### src/rtl/cvr_pkg.sv
package cvr_pkg;
  localparam int CW          = 32;
  localparam int BIT_MODE    = 0;
  localparam int BIT_SRC     = 1;
  localparam int BIT_TRIG    = 2;
  localparam int BIT_SRST    = 3;
  localparam int BIT_UPD     = 4;
  localparam int BIT_TYPE_LO = 5;
  localparam int TW          = 3;

  localparam logic [TW-1:0] TGT_OFS = 3'd0;
  localparam logic [TW-1:0] TGT_FAC = 3'd1;
  localparam logic [TW-1:0] TGT_SMP = 3'd2;
  localparam logic [TW-1:0] TGT_STM = 3'd3;
endpackage

### src/rtl/cvr_ctl_word.sv
module cvr_ctl_word
  import cvr_pkg::*;
#(
  parameter int G = 2
) (
  input  logic          clk,
  input  logic          rst_n,
  input  logic          rst_i,
  input  logic          ctl_wr,
  input  logic [CW-1:0] ctl_wdata,
  input  logic [CW-1:0] grp_sel,
  input  logic [G-1:0]  grp_started,
  input  logic          upd_busy,
  output logic          srst_q,
  output logic          cont_mode,
  output logic          sw_src,
  output logic [TW-1:0] tf_q,
  output logic [G-1:0]  trig_q,
  output logic [CW-1:0] rdata
);
  logic take;
  assign take = ctl_wr & ~ctl_wdata[BIT_SRST];

  always_ff @(posedge clk) begin
    if (!rst_n) srst_q <= 1'b0;
    else        srst_q <= ctl_wr & ctl_wdata[BIT_SRST];
  end

  always_ff @(posedge clk) begin
    if (rst_i) begin
      cont_mode <= 1'b0;
      sw_src    <= 1'b0;
      tf_q      <= '0;
      trig_q    <= '0;
    end else begin
      trig_q <= (trig_q & ~grp_started)
              | ({G{take & ctl_wdata[BIT_TRIG]}} & grp_sel[G-1:0]);
      if (take) begin
        cont_mode <= ctl_wdata[BIT_MODE];
        sw_src    <= ctl_wdata[BIT_SRC];
        tf_q      <= ctl_wdata[BIT_TYPE_LO +: TW];
      end
    end
  end

  always_comb begin
    rdata                   = '0;
    rdata[BIT_MODE]         = cont_mode;
    rdata[BIT_SRC]          = sw_src;
    rdata[BIT_TRIG]         = |trig_q;
    rdata[BIT_UPD]          = upd_busy;
    rdata[BIT_TYPE_LO +: TW] = tf_q;
  end


  trig_hold_chk: assert property (@(posedge clk) disable iff (rst_i)
    1'b1 |=> ((trig_q & $past(trig_q & ~grp_started)) == $past(trig_q & ~grp_started)));
endmodule

### src/rtl/cvr_upd_seq.sv
module cvr_upd_seq
  import cvr_pkg::*;
#(
  parameter int G  = 2,
  parameter int CH = 4
) (
  input  logic          clk,
  input  logic          rst_i,
  input  logic          ctl_wr,
  input  logic [CW-1:0] ctl_wdata,
  input  logic [CW-1:0] grp_sel,
  input  logic [CW-1:0] ch_sel,
  input  logic [CW-1:0] cfg_value,
  input  logic [G-1:0]  grp_busy,
  output logic [G-1:0]  pend_q,
  output logic [G-1:0]  wr_en,
  output logic [CW-1:0] val_q,
  output logic [TW-1:0] ut_q,
  output logic [CH-1:0] ch_q
);
  logic accept;
  assign accept = ctl_wr & ctl_wdata[BIT_UPD] & ~ctl_wdata[BIT_SRST] & ~(|pend_q);
  assign wr_en  = pend_q & ~grp_busy;

  always_ff @(posedge clk) begin
    if (rst_i) begin
      pend_q <= '0;
      val_q  <= '0;
      ut_q   <= '0;
      ch_q   <= '0;
    end else if (accept) begin
      pend_q <= grp_sel[G-1:0];
      val_q  <= cfg_value;
      ut_q   <= ctl_wdata[BIT_TYPE_LO +: TW];
      ch_q   <= ch_sel[CH-1:0];
    end else begin
      pend_q <= pend_q & grp_busy;
    end
  end


  idle_clear_chk: assert property (@(posedge clk) disable iff (rst_i)
    1'b1 |=> ((pend_q & $past(pend_q & ~grp_busy)) == '0));

  busy_hold_chk: assert property (@(posedge clk) disable iff (rst_i)
    1'b1 |=> ((pend_q & $past(pend_q & grp_busy)) == $past(pend_q & grp_busy)));

  held_snap_chk: assert property (@(posedge clk) disable iff (rst_i)
    (pend_q != '0) |=> ($stable(val_q) && $stable(ut_q) && $stable(ch_q)));
endmodule

### src/rtl/cvr_param_bank.sv
module cvr_param_bank
  import cvr_pkg::*;
#(
  parameter int G       = 2,
  parameter int CH      = 4,
  parameter int OFS_W   = 16,
  parameter int FAC_W   = 18,
  parameter int SMP_W   = 16,
  parameter int STM_W   = 16,
  parameter int FAC_RST = 32,
  parameter int SMP_RST = 1
) (
  input  logic                  clk,
  input  logic                  rst_i,
  input  logic [G-1:0]          wr_en,
  input  logic [CW-1:0]         val,
  input  logic [TW-1:0]         ut,
  input  logic [CH-1:0]         ch,
  output logic [G*CH*OFS_W-1:0] offset_o,
  output logic [G*CH*FAC_W-1:0] factor_o,
  output logic [G*SMP_W-1:0]    samples_o,
  output logic [G*STM_W-1:0]    stime_o
);
  for (genvar g = 0; g < G; g++) begin : g_grp
    always_ff @(posedge clk) begin
      if (rst_i) begin
        samples_o[g*SMP_W +: SMP_W] <= SMP_W'(SMP_RST);
        stime_o[g*STM_W +: STM_W]   <= '0;
      end else if (wr_en[g]) begin
        if (ut == TGT_SMP) samples_o[g*SMP_W +: SMP_W] <= val[SMP_W-1:0];
        if (ut == TGT_STM) stime_o[g*STM_W +: STM_W]   <= val[STM_W-1:0];
      end
    end

    for (genvar c = 0; c < CH; c++) begin : g_ch
      localparam int IDX = g*CH + c;
      always_ff @(posedge clk) begin
        if (rst_i) begin
          offset_o[IDX*OFS_W +: OFS_W] <= '0;
          factor_o[IDX*FAC_W +: FAC_W] <= FAC_W'(FAC_RST);
        end else if (wr_en[g] && ch[c]) begin
          if (ut == TGT_OFS) offset_o[IDX*OFS_W +: OFS_W] <= val[OFS_W-1:0];
          if (ut == TGT_FAC) factor_o[IDX*FAC_W +: FAC_W] <= val[FAC_W-1:0];
        end
      end
    end
  end


  param_hold_chk: assert property (@(posedge clk) disable iff (rst_i)
    (wr_en == '0) |=> ($stable(offset_o) && $stable(factor_o)
                       && $stable(samples_o) && $stable(stime_o)));

  rsv_nochange_chk: assert property (@(posedge clk) disable iff (rst_i)
    ut[2] |=> ($stable(offset_o) && $stable(factor_o)
               && $stable(samples_o) && $stable(stime_o)));

  grp_only_chk: assert property (@(posedge clk) disable iff (rst_i)
    ((ut == TGT_SMP) || (ut == TGT_STM)) |=> ($stable(offset_o) && $stable(factor_o)));
endmodule

### src/rtl/cvr_router.sv
module cvr_router
  import cvr_pkg::*;
#(
  parameter int G       = 2,
  parameter int CH      = 4,
  parameter int OFS_W   = 16,
  parameter int FAC_W   = 18,
  parameter int SMP_W   = 16,
  parameter int STM_W   = 16,
  parameter int FAC_RST = 32,
  parameter int SMP_RST = 1
) (
  input  logic                  clk,
  input  logic                  rst_n,
  input  logic                  ctl_wr,
  input  logic [31:0]           ctl_wdata,
  input  logic [31:0]           grp_sel,
  input  logic [31:0]           ch_sel,
  input  logic [31:0]           cfg_value,
  input  logic [G-1:0]          grp_busy,
  input  logic [G-1:0]          grp_started,
  output logic [31:0]           ctl_rdata,
  output logic                  cont_mode,
  output logic                  sw_trig_src,
  output logic [G-1:0]          trig_req,
  output logic [G*CH*OFS_W-1:0] offset_o,
  output logic [G*CH*FAC_W-1:0] factor_o,
  output logic [G*SMP_W-1:0]    samples_o,
  output logic [G*STM_W-1:0]    stime_o
);
  logic          srst_q, rst_i;
  logic [G-1:0]  pend_q, wr_en;
  logic [CW-1:0] val_q;
  logic [TW-1:0] ut_q, tf_q;
  logic [CH-1:0] ch_q;

  assign rst_i = ~rst_n | srst_q;

  cvr_ctl_word #(.G(G)) u_ctl (
    .clk(clk), .rst_n(rst_n), .rst_i(rst_i), .ctl_wr(ctl_wr),
    .ctl_wdata(ctl_wdata), .grp_sel(grp_sel), .grp_started(grp_started),
    .upd_busy(|pend_q), .srst_q(srst_q), .cont_mode(cont_mode),
    .sw_src(sw_trig_src), .tf_q(tf_q), .trig_q(trig_req), .rdata(ctl_rdata)
  );

  cvr_upd_seq #(.G(G), .CH(CH)) u_seq (
    .clk(clk), .rst_i(rst_i), .ctl_wr(ctl_wr), .ctl_wdata(ctl_wdata),
    .grp_sel(grp_sel), .ch_sel(ch_sel), .cfg_value(cfg_value),
    .grp_busy(grp_busy), .pend_q(pend_q), .wr_en(wr_en), .val_q(val_q),
    .ut_q(ut_q), .ch_q(ch_q)
  );

  cvr_param_bank #(
    .G(G), .CH(CH), .OFS_W(OFS_W), .FAC_W(FAC_W), .SMP_W(SMP_W),
    .STM_W(STM_W), .FAC_RST(FAC_RST), .SMP_RST(SMP_RST)
  ) u_bank (
    .clk(clk), .rst_i(rst_i), .wr_en(wr_en), .val(val_q), .ut(ut_q),
    .ch(ch_q), .offset_o(offset_o), .factor_o(factor_o),
    .samples_o(samples_o), .stime_o(stime_o)
  );


  srst_clear_chk: assert property (@(posedge clk) disable iff (!rst_n)
    srst_q |=> ((ctl_rdata == '0) && (trig_req == '0) && !cont_mode));

  ack_mirror_chk: assert property (@(posedge clk) disable iff (rst_i)
    ($past(ctl_rdata[BIT_UPD]) && (wr_en == pend_q)) |=> !ctl_rdata[BIT_UPD]);
endmodule

### config.mk
export PLATFORM = sky130hd
export DESIGN_NAME = cvr_router
export DESIGN_NICKNAME = d
export VERILOG_FILES = /design/src/rtl/cvr_pkg.sv /design/src/rtl/cvr_ctl_word.sv /design/src/rtl/cvr_upd_seq.sv /design/src/rtl/cvr_param_bank.sv /design/src/rtl/cvr_router.sv
export SDC_FILE = /design/constraint.sdc
export NUM_CORES = 1
export LEC_CHECK = 0
export BUFFER_PORTS_ARGS = -buffer_cell sky130_fd_sc_hd__buf_2
export CAP_MARGIN = 30
export CORE_AREA = 5 5 192 194
export CTS_BUF_LIST = sky130_fd_sc_hd__clkbuf_4 sky130_fd_sc_hd__clkbuf_8 sky130_fd_sc_hd__clkbuf_16
export DETAILED_ROUTE_END_ITERATION = 10
export DIE_AREA = 0 0 197 199
export PLACE_DENSITY_LB_ADDON = 0.05
export SKIP_CTS_REPAIR_TIMING = 1
export SYNTH_ARGS = -nofsm -noshare
export SYNTH_HDL_FRONTEND = slang
export SYNTH_SLANG_ARGS = --single-unit
export TNS_END_PERCENT = 20
### constraint.sdc
create_clock -name clk -period 1.74 [get_ports clk]
set_input_delay 0.522 -clock clk [delete_from_list [all_inputs] [get_ports clk]]
set_output_delay 0.522 -clock clk [all_outputs]
set_load 0.01 [all_outputs]
# Yosys cells after proc, flatten, opt, wreduce, memory -nomap -nowiden
# Index checks and enable logic that the tools add are counted.
# classes
n_reduce_logical	31
order_cmp	0
multipliers	0
n_bitwise	17
n_eq_ne	3
n_mux	1
div	0
n_shift	0
add_sub_neg	0
# op_table
cell	n
2-bit AND reduction	20
2-bit AND	4
1-bit logical AND	8
1-bit AND	6
3-bit by 2-bit == test with 1-bit output, second input constant	2
2-bit inverter	2
2-bit OR reduction	2
3-bit by 1-bit == test with 1-bit output, second input constant	1
3-bit logical NOT	1
1-bit inverter	3
2-bit 2-to-1 mux	1
2-bit OR	1
1-bit OR	1
# word_totals
mem_bits_rw	0
memories	0
output_inout_bits	372
wordCells	81
input_bits	135
rom_bits	0
latch_bits	0
regBits	371

# Logic depth before layout (Yosys ltp)
# Gate-level depths: netlist of run 1.
# depth
ltp_word	5
depth_mapped	6
depth_no_buf	3

# Modules after synthesis
# A second synthesis of run 1 with hierarchy kept.
# unflattened
cells_unflattened	1481
area_unflattened_um2	15304.7
# modules_own_cells
module	seq_area_each_um2	n_inst	cells_per_inst	area_per_inst_um2
cvr_param_bank	6726.5	1	1238	12902.4
cvr_upd_seq	820.8	1	181	1853.0
cvr_ctl_word	160.2	1	60	536.8
cvr_router	0.0	1	2	12.5

# Worst setup path before layout of run 1
# OpenSTA, ideal clock, no wires.
# synth_timing
path_kind	input -> register
from	input ctl_wr
to	register u_seq.val_q[16]
path_buffers	3
stages	6
required_ns	1.668
t_arrival_ns	1.551
setup_time_ns	0.072
setup_slack_ns	0.117
cell_sequence	nor2b_1 clkbuf_1 and3_1 buf_4 buf_4 mux2i_1
# synth_via
elab_chain_cells	3
# synth_lines
element	line_no	source
from (decl)	cvr_router.sv:15	input logic ctl_wr,
1-bit AND (3 in a row)	cvr_upd_seq.sv:22	assign accept = ctl_wr & ctl_wdata[BIT_UPD] & ~ctl_wdata[BIT_SRST] & ~(|pend_q);
to (signal assigned)	cvr_upd_seq.sv:33	val_q <= cfg_value;
to (decl)	cvr_upd_seq.sv:17	output logic [CW-1:0] val_q,
# No other way between the ends.
# A chain may end at the register's enable or synchronous reset.

# Final worst setup path of run 1
# layout_timing
from	register u_ctl.trig_q[1]
to	output ctl_rdata[2]
# layout_via
elab_chain_cells	1
# layout_lines
element	line_no	source
from (decl)	cvr_ctl_word.sv:18	output logic [G-1:0] trig_q,
from (signal assigned)	cvr_ctl_word.sv:36	trig_q <= (trig_q & ~grp_started)
2-bit OR reduction	cvr_ctl_word.sv:50	rdata[BIT_TRIG] = |trig_q;
to (decl)	cvr_router.sv:22	output logic [31:0] ctl_rdata,
# No other way between the ends.

==> results of run 1 <==
[stage by stage]
step,power (µW),setup slack (ns),setup TNS [ns]
after floorplan,9080,0.117,0
after global placement,9280,0.0279,0
after detailed placement,9290,-0.000357,-0.000665
after CTS,18300,-0.0667,-0.0988
after global routing,18700,-0.0220,-0.0434
final,18100,0.0160,0
[logic make-up (layout without fill, tap and decap cells)]
group           count (synthesis)  after routing
buf+inv                       138            536
mux                           361            361
compound gates                  9              9
simple gates                  443            443
flops                         371            371
other cells                     1             26
[sequential cells by signal (all words and copies together), names as in the netlist]
name              cells
u_bank.samples_o     32
u_ctl.sw_src          1
u_ctl.srst_q          1
u_bank.stime_o       32
u_bank.factor_o     144
u_ctl.tf_q            3
u_bank.offset_o     128
u_seq.ch_q            4
u_seq.val_q          18
u_ctl.trig_q          2
u_seq.ut_q            3
u_ctl.cont_mode       1
u_seq.pend_q          2
[metal layers]
layer  vias to the layer above  track usage [%]  part of all wire (%)
li1                       5071                -                     -
met1                      4935             27.2                    45
met2                       281             34.2                    46
met3                        48             6.47                   7.4
met4                         0             4.85                   1.6
met5                         -                0                     0
[layout make-up]
type / instances / area [µm²] / share of cell area [%]
Multi-Input combinational cell: 838 / 5630 / 31.4
Antenna cell: 1 / 2.50 / 0.0140
Clock inverter: 14 / 174 / 0.970
Timing Repair Buffer: 460 / 2870 / 16.0
Clock buffer: 59 / 1230 / 6.88
Sequential cell: 371 / 7430 / 41.4
Tap cell: 461 / 577 / 3.22
Inverter: 3 / 11.3 / 0.0628
[path summary, 6_finish.rpt]
kind                            cells past startpoint                           endpoint  slack (ns)                               from
worst max-delay path                                2                       ctl_rdata[2]        0.02         u_ctl.trig_q[1]$_SDFF_PP0_
worst min-delay path                                3          u_ctl.sw_src$_SDFFE_PP0P_        0.23                       ctl_wdata[1]
worst max register to register                      4   u_bank.factor_o[89]$_SDFFE_PP0P_        0.12         u_seq.ut_q[0]$_SDFFE_PP0P_
worst min register to register                      2  u_bank.samples_o[23]$_SDFFE_PP0P_        0.45  u_bank.samples_o[23]$_SDFFE_PP0P_
[worst max-delay path: stages, from the launching register on]
cell and delay, ns:
dfxtp_2 0.32, or2_4 0.24, buf_6 0.12
[report_power, final]
| part | switching, µW | leakage, µW | internal [µW] |
|---|---|---|---|
| combinational | 371 | 0.00650 | 189 |
| clock | 3460 | 0.000715 | 5520 |
| sequential | 17.9 | 0.00299 | 8520 |
| total | 3840 | 0.0102 | 14200 |
[synthesized netlist by cell type (3+ instances only)]
master	number	area (µm²)
buf_6	10	113
inv_1	3	11.3
buf_2	43	215
buf_4	40	300
nand2_1	387	1450
and3_1	4	25.0
nor2_1	16	60.1
mux2i_1	361	3610
clkbuf_1	39	146
buf_1	3	11.3
dfxtp_1	371	7430
nor2b_1	7	43.8
nand2_2	11	68.8
a21oi_1	5	25.0
nand2_4	6	67.6
==> flow_summary.toml, run 1 <==
[floorplanning]
chipHeight_um = 199
start_util_pct = 39.2
num_io_pins = 507
design.die.area_um2 = 39200
core.rowCount = 69
dieWidth_um = 197
floorplan.core_area_um2 = 35100

[pwr]
power_leakage_uw = 0.0102
vdd_ir_drop_max_uv = 590
pwr_density_cell_nw_per_um2 = 1010

[synth]
cell_area_after_technology_mapping_um2 = 13800
yosysWarnings = 0
post_synth_num_cell_types = 26
synthMuxAreaShare_pct = 26.3
async_flop_share_pct = 0
share_of_synthesized_cell_area_in_full_adder_half_adder_and_majority_cells_pct = 0
synth-edff-count = 0
synth-compound-area-share_pct = 0.437
avgSynthCellArea_um2 = 10.4
synth-seq-cells = 371
synth-simple-area-share_pct = 13.5
ys.flop_type = "dfxtp_1"
synth_top_family_by_area = "multiplexers"
synth_xor_xnor_area_share_pct = 0
synthesis.instances = 1323
proportion_of_synthesized_chip_area_in_sequential_cells_pct = 54.0

[cells_and_area]
finalNonFillerCells = 2207
layout-drive-gt1-share_pct = 32.4
finish.net_count = 1851
most_frequent_standard_cell_in_the_layout_excluding_fill_and_tap_cells = "nand2_1"
postLayoutCellArea_um2 = 17900
mostFrequentLayoutCells = "nand2_1 (387), buf_2 (384), dfxtp_1 (367)"
fin_util_pct = 51.2
filler_cell_count = 3386
syn2layout_area_growth_pct = 30.4

[sta]
report.final.slew_viol_count = 0
timing_hold_violations_final = 0
part_of_the_cycle_the_worst_path_needs_pct = 99.1
max_clock_freq_mhz = 580
slew_headroom_pct = 58.0
period_minus_slack_ns = 1.72
worst_slew_pin_slew_ns = 0.629
setup_repair_after_global_routing_missed_its_margin = "true"
report.final.setup_viol = 0
finClkSkew_ns = 0.0125
finalHoldWorstSlack_ns = 0.231

[setup_path]
cp.arrival_ns = 1.20
criticalPathCategory = "flop to output pin"
worst_ep_required_time_ns = 1.22
cp_max_fo = 2
timing.critical_path.to_type = "output pin"
setup.worst_path.start_class = "flop"

[clock_tree]
clkTransAtPathRegs_ns = 0.06
cts_root_buf = "clkbuf_16"
cts_sinks = 371
insertion_delay_ns = 0.54
tritoncts.num_buffers = 42
max-clock-path-buffers = 3
h_tree_levels = 2
tritoncts_clock_tree = "done"

[place]
gp_routability_congestion = 0.763
hpwl_um = 30200
port-buffer-count = 385
postPlaceCellArea_um2 = 16500
numPlacedInstances = 2132

[global_route]
grt.overflow.total = 0
antenna_found_initial = 1
grt_pass1_vias = 10217
grtUsageTotal_pct = 20.9
grt_max_degree = 49
grt_pass1_wl_um = 63600

[detailed_routing]
post_detailed_routing_wire_length_um = 42600
wire_per_inst_um = 19.3
drt_pass1_iterations = 4
drt_iter0_markers = 405
detail_route.drc_violations = 0
ant_nets = 0
via_density_per_instance = 4.68
vias = 10335

[status]
run_status = "finished clean"

[worst_hold_path]
timing.hold.worst.class = "input pin to flop"

[job]
max_cap_viol_count = 0
(Power assumes the default switching activity.)
==> run 2: changes to the inputs <==
--- a/config.mk
+++ b/config.mk
@@ -7,10 +7,10 @@
 export LEC_CHECK = 0
 export BUFFER_PORTS_ARGS = -buffer_cell sky130_fd_sc_hd__buf_2
 export CAP_MARGIN = 30
-export CORE_AREA = 5 5 192 194
+export CORE_AREA = 5 5 195 197
 export CTS_BUF_LIST = sky130_fd_sc_hd__clkbuf_4 sky130_fd_sc_hd__clkbuf_8 sky130_fd_sc_hd__clkbuf_16
 export DETAILED_ROUTE_END_ITERATION = 10
-export DIE_AREA = 0 0 197 199
+export DIE_AREA = 0 0 200 202
 export PLACE_DENSITY_LB_ADDON = 0.05
 export SKIP_CTS_REPAIR_TIMING = 1
 export SYNTH_ARGS = -nofsm -noshare
==> flow_summary.toml, run 2 (same netlist as run 1, synthesis figures left out) <==
[clock_tree]
clkTransAtPathRegs_ns = 0.05
cts_root_buf = "clkbuf_16"
h_tree_levels = 2
max-clock-path-buffers = 3
tritoncts_clock_tree = "done"
tritoncts.num_buffers = 42
cts_sinks = 371
insertion_delay_ns = 0.53

[sta]
timing_hold_violations_final = 0
period_minus_slack_ns = 1.74
part_of_the_cycle_the_worst_path_needs_pct = 99.8
finClkSkew_ns = 0.00894
fin_setup_tns_ns = 0
report.final.setup_viol = 0
max_clock_freq_mhz = 576
finalHoldWorstSlack_ns = 0.236
worst_slew_pin_slew_ns = 0.589
report.final.slew_viol_count = 0
slew_headroom_pct = 60.7
setup_repair_after_global_routing_missed_its_margin = "true"

[setup_path]
cp.arrival_ns = 1.21
worst_ep_required_time_ns = 1.22
criticalPathCategory = "flop to output pin"
cp_max_fo = 3
setup.worst_path.start_class = "flop"
timing.critical_path.to_type = "output pin"

[detailed_routing]
wire_per_inst_um = 19.9
detail_route.drc_violations = 0
ant_nets = 0
post_detailed_routing_wire_length_um = 44100
drt_pass1_iterations = 4
vias = 10407
drt_iter0_markers = 386
via_density_per_instance = 4.70

[cells_and_area]
finish.net_count = 1856
sequential_cell_area_um2 = 7430
layout_top_registers = "u_bank.factor_o x144, u_bank.offset_o x128"
antenna-diode-count = 0
syn2layout_area_growth_pct = 30.9
fin_util_pct = 49.9
largest_register_ffs = 144
most_frequent_standard_cell_in_the_layout_excluding_fill_and_tap_cells = "nand2_1"
area_occupied_by_multi_input_gates_um2 = 5640
filler_cell_count = 3469
finalNonFillerCells = 2216
largest-register = "u_bank.factor_o"
layout-drive-gt1-share_pct = 32.4
mostFrequentLayoutCells = "nand2_1 (387), buf_2 (384), dfxtp_1 (368)"

[global_route]
met2_usage_pct = 34.0
grt_max_degree = 46
grtUsageTotal_pct = 20.9
antenna_found_initial = 2
grt_util_met3_pct = 6.70
grt.overflow.total = 0
grt_pass1_wl_um = 65300
grt.busiest_layer = "met2"
grt_util_met1_pct = 26.7
grt_pass1_vias = 10508

[pwr]
pwr_density_cell_nw_per_um2 = 1000
power.sequential.fraction_pct = 47.3
vdd_ir_drop_max_uv = 787
switching_power_uw = 3810
internal_pwr_total_uw = 14200
sw_share_pct = 21.1
clkPwrFrac_pct = 49.6
power.combinational.fraction_pct = 3.1
power_leakage_uw = 0.0102
p_total_uw = 18100

[floorplanning]
start_util_pct = 38.1
dieWidth_um = 200
core.rowCount = 70
num_io_pins = 507
chipHeight_um = 202
floorplan.core_area_um2 = 36100
design.die.area_um2 = 40400

[place]
port-buffer-count = 385
hpwl_um = 31300
gp_routability_congestion = 0.764
numPlacedInstances = 2145

[worst_hold_path]
timing.hold.worst.class = "input pin to flop"

[job]
max_cap_viol_count = 0

[status]
run_status = "finished clean"
## run 2: changes by cell type in the layout (fill, tap and decap cells not counted), sizes merged
cell,previous run,this run
diode,1,0
clkbuf,59,63
bufinv,4,3
clkinv,9,4
buf,460,465
## run 2: cell type report
type / instances / share of cell area (%)
clock buffers: 63 / 7.16
flip-flops and latches: 371 / 41.3
multi-input cells: 838 / 31.3
repair buffers: 465 / 16.2
inverters: 3 / 0.0626
well taps: 468 / 3.25
clock inverters: 8 / 0.660
## run 2: path summary, 6_finish.rpt
kind                                     end                        from  slack [ns]  depth (start not counted)
max                             ctl_rdata[2]  u_ctl.trig_q[0]$_SDFF_PP0_       0.003                          2
max reg2reg  u_bank.offset_o[8]$_SDFFE_PP0P_  u_seq.ut_q[1]$_SDFFE_PP0P_        0.09                          3
min                u_ctl.sw_src$_SDFFE_PP0P_                ctl_wdata[1]        0.24                          3
min reg2reg       u_seq.ch_q[0]$_SDFFE_PP0P_  u_seq.ch_q[0]$_SDFFE_PP0P_        0.45                          2
## run 2: worst max-delay path, cell delays in order, from the launching register on
cell and delay [ns]:
dfxtp_2 0.32, or2_4 0.25, buf_6 0.12
## run 2: power by group through the flow
stage	clock (µW)	sequential, µW	combinational, µW
after floorplan	0	8720	359
after global placement	0	8720	568
after detailed placement	0	8720	568
after CTS	9180	8540	570
after global routing	9560	8540	616
final	8950	8540	565
## run 2: routing by layer
metal  share of wire, %  wire (µm)
met1                 43      18900
met2                 46      20200
met3                8.8       3880
met4                2.4       1080
met5              0.061         27
## run 2: through the flow
step / setup WS (ns) / instance area (µm²)
final: 0.00343 / 18000
after global routing: -0.0399 / 18000
after CTS: -0.0720 / 18000
after detailed placement: -0.0200 / 16600
after global placement: -0.00166 / 16600
after floorplan: 0.117 / 13800
==> run 3: changes to the inputs <==
--- a/config.mk
+++ b/config.mk
@@ -7,10 +7,14 @@
 export LEC_CHECK = 0
 export BUFFER_PORTS_ARGS = -buffer_cell sky130_fd_sc_hd__buf_2
 export CAP_MARGIN = 30
-export CORE_AREA = 5 5 195 197
+export CELL_PAD_IN_SITES_DETAIL_PLACEMENT = 1
+export CELL_PAD_IN_SITES_GLOBAL_PLACEMENT = 2
+export CORE_ASPECT_RATIO = 1.4
+export CORE_MARGIN = 5
+export CORE_UTILIZATION = 29
 export CTS_BUF_LIST = sky130_fd_sc_hd__clkbuf_4 sky130_fd_sc_hd__clkbuf_8 sky130_fd_sc_hd__clkbuf_16
+export CTS_CLUSTER_DIAMETER = 200
 export DETAILED_ROUTE_END_ITERATION = 10
-export DIE_AREA = 0 0 200 202
 export PLACE_DENSITY_LB_ADDON = 0.05
 export SKIP_CTS_REPAIR_TIMING = 1
 export SYNTH_ARGS = -nofsm -noshare
==> flow_summary.toml, run 3 (same netlist as run 1, synthesis figures left out) <==
[floorplanning]
start_util_pct = 29.2
floorplan.core_area_um2 = 47000
design.die.area_um2 = 51900
num_io_pins = 507
dieWidth_um = 194
core.rowCount = 94
chipHeight_um = 268

[sta]
report.final.setup_viol = 1
report.final.slew_viol_count = 0
finClkSkew_ns = 0.0153
setup_repair_after_global_routing_missed_its_margin = "true"
part_of_the_cycle_the_worst_path_needs_pct = 100
final.setup.worst_slack_ns = -0.00268
fin_setup_tns_ns = -0.00268
max_clock_freq_mhz = 574
slew_headroom_pct = 59.4
timing_hold_violations_final = 0
period_minus_slack_ns = 1.74
worst_slew_pin_slew_ns = 0.608

[job]
max_cap_viol_count = 0

[pwr]
pwr_density_cell_nw_per_um2 = 969
power_leakage_uw = 0.0102
p_total_uw = 17500
vdd_ir_drop_max_uv = 541

[global_route]
grt.busiest_layer = "met2"
grt_pass1_vias = 11350
grtUsageTotal_pct = 18.4
antenna_found_initial = 4
grt_max_degree = 61
grt_util_met3_pct = 6.13
met2_usage_pct = 32.1
grt_util_met1_pct = 22.3
grt_pass1_wl_um = 74000
grt.overflow.total = 0

[cells_and_area]
area_occupied_by_multi_input_gates_um2 = 5640
finish.net_count = 1848
most_frequent_standard_cell_in_the_layout_excluding_fill_and_tap_cells = "nand2_1"
layout_top_registers = "u_bank.factor_o x144, u_bank.offset_o x128"
finalNonFillerCells = 2361
largest-register = "u_bank.factor_o"
sequential_cell_area_um2 = 7430
filler_cell_count = 5367
fin_util_pct = 38.5
largest_register_ffs = 144
layout-drive-gt1-share_pct = 32.0
mostFrequentLayoutCells = "nand2_1 (387), buf_2 (383), dfxtp_1 (368)"
syn2layout_area_growth_pct = 31.5

[detailed_routing]
via_density_per_instance = 4.45
vias = 10516
drt_pass1_iterations = 4
drt_iter0_markers = 302
post_detailed_routing_wire_length_um = 49600
wire_per_inst_um = 21.0
detail_route.drc_violations = 0
ant_nets = 0

[setup_path]
cp_cell_sequence = "or2_4 > buf_6"
cp_max_fo = 3
critPathTopFamily = "flip-flops"
worst-path-buf-inv = 1
cp.arrival_ns = 1.22
criticalPathCategory = "flop to output pin"
slowest_cell_delay_on_critical_path_ns = 0.32
timing.critical_path.to_type = "output pin"
worst_ep_required_time_ns = 1.22
setup.worst_path.start_class = "flop"
timing.critical_path.slowest_stage_cell = "dfxtp_2"

[place]
hpwl_um = 35300
port-buffer-count = 385
numPlacedInstances = 2293
gp_routability_congestion = 0.731

[clock_tree]
cts_sinks = 371
h_tree_levels = 2
tritoncts_clock_tree = "done"
insertion_delay_ns = 0.54
clkTransAtPathRegs_ns = 0.06
cts_root_buf = "clkbuf_16"
max-clock-path-buffers = 3
tritoncts.num_buffers = 41

[worst_hold_path]
timing.hold.worst.class = "input pin to flop"

[status]
violations = "setup timing"
run_status = "complete, but fails checks"
[run 3: cell count changes in the layout (fill, tap and decap cells not counted), moves of 2 or more]
cell,previous run,this run
nor2b_2,0,2
buf_12,31,36
buf_4,49,37
diode_2,0,2
bufinv_16,3,0
clkbuf_8,10,7
nor2b_1,6,4
[run 3: area by class of cell]
| class | instances | share of cell area (%) |
|---|---|---|
| clock buffers | 61 | 6.94 |
| multi-input cells | 838 | 31.2 |
| diodes | 2 | 0.0277 |
| flip-flops and latches | 371 | 41.1 |
| well taps | 624 | 4.32 |
| inverters | 3 | 0.0622 |
| clock inverters | 4 | 0.131 |
| repair buffers | 458 | 16.2 |
[run 3: worst min-delay path, cell delays in order]
cell and delay (ns):
buf_2 0.10, nand2_1 0.04, mux2i_1 0.05
[run 3: metal layers]
layer  part of all wire, %  vias to the layer above
li1                      -                     5056
met1                    42                     5118
met2                    49                      282
met3                   7.5                       56
met4                   1.7                        4
met5                 0.069                        -
[run 3: path summary, 6_finish.rpt]
kind                                     start                                end  slack (ns)  cells past startpoint
min                               cfg_value[7]        u_seq.val_q[7]$_SDFFE_PP0P_        0.22                      3
min reg2reg  u_bank.offset_o[120]$_SDFFE_PP0P_  u_bank.offset_o[120]$_SDFFE_PP0P_        0.46                      2
max reg2reg         u_seq.ut_q[1]$_SDFFE_PP0P_   u_bank.offset_o[43]$_SDFFE_PP0P_        0.09                      3
max                 u_ctl.trig_q[0]$_SDFF_PP0_                       ctl_rdata[2]      -0.003                      2
[run 3: report_power, final]
part / internal [µW] / total, µW / switching (µW)
registers: 8520 / 8540 / 18.6
logic: 183 / 567 / 384
clock network: 4950 / 8430 / 3480
[run 3: stage by stage]
| stage | worst slack (ns) | hold slack [ns] | cell area (µm²) |
|---|---|---|---|
| 2_1_floorplan | 0.117 | 0.430 | 13800 |
| 3_3_place_gp | 0.0275 | 0.440 | 16800 |
| 3_5_place_dp | 0.00894 | 0.449 | 16800 |
| 4_1_cts | -0.0945 | 0.193 | 18000 |
| 5_1_grt | -0.0324 | 0.212 | 18100 |
| 6_report | -0.00268 | 0.222 | 18100 |
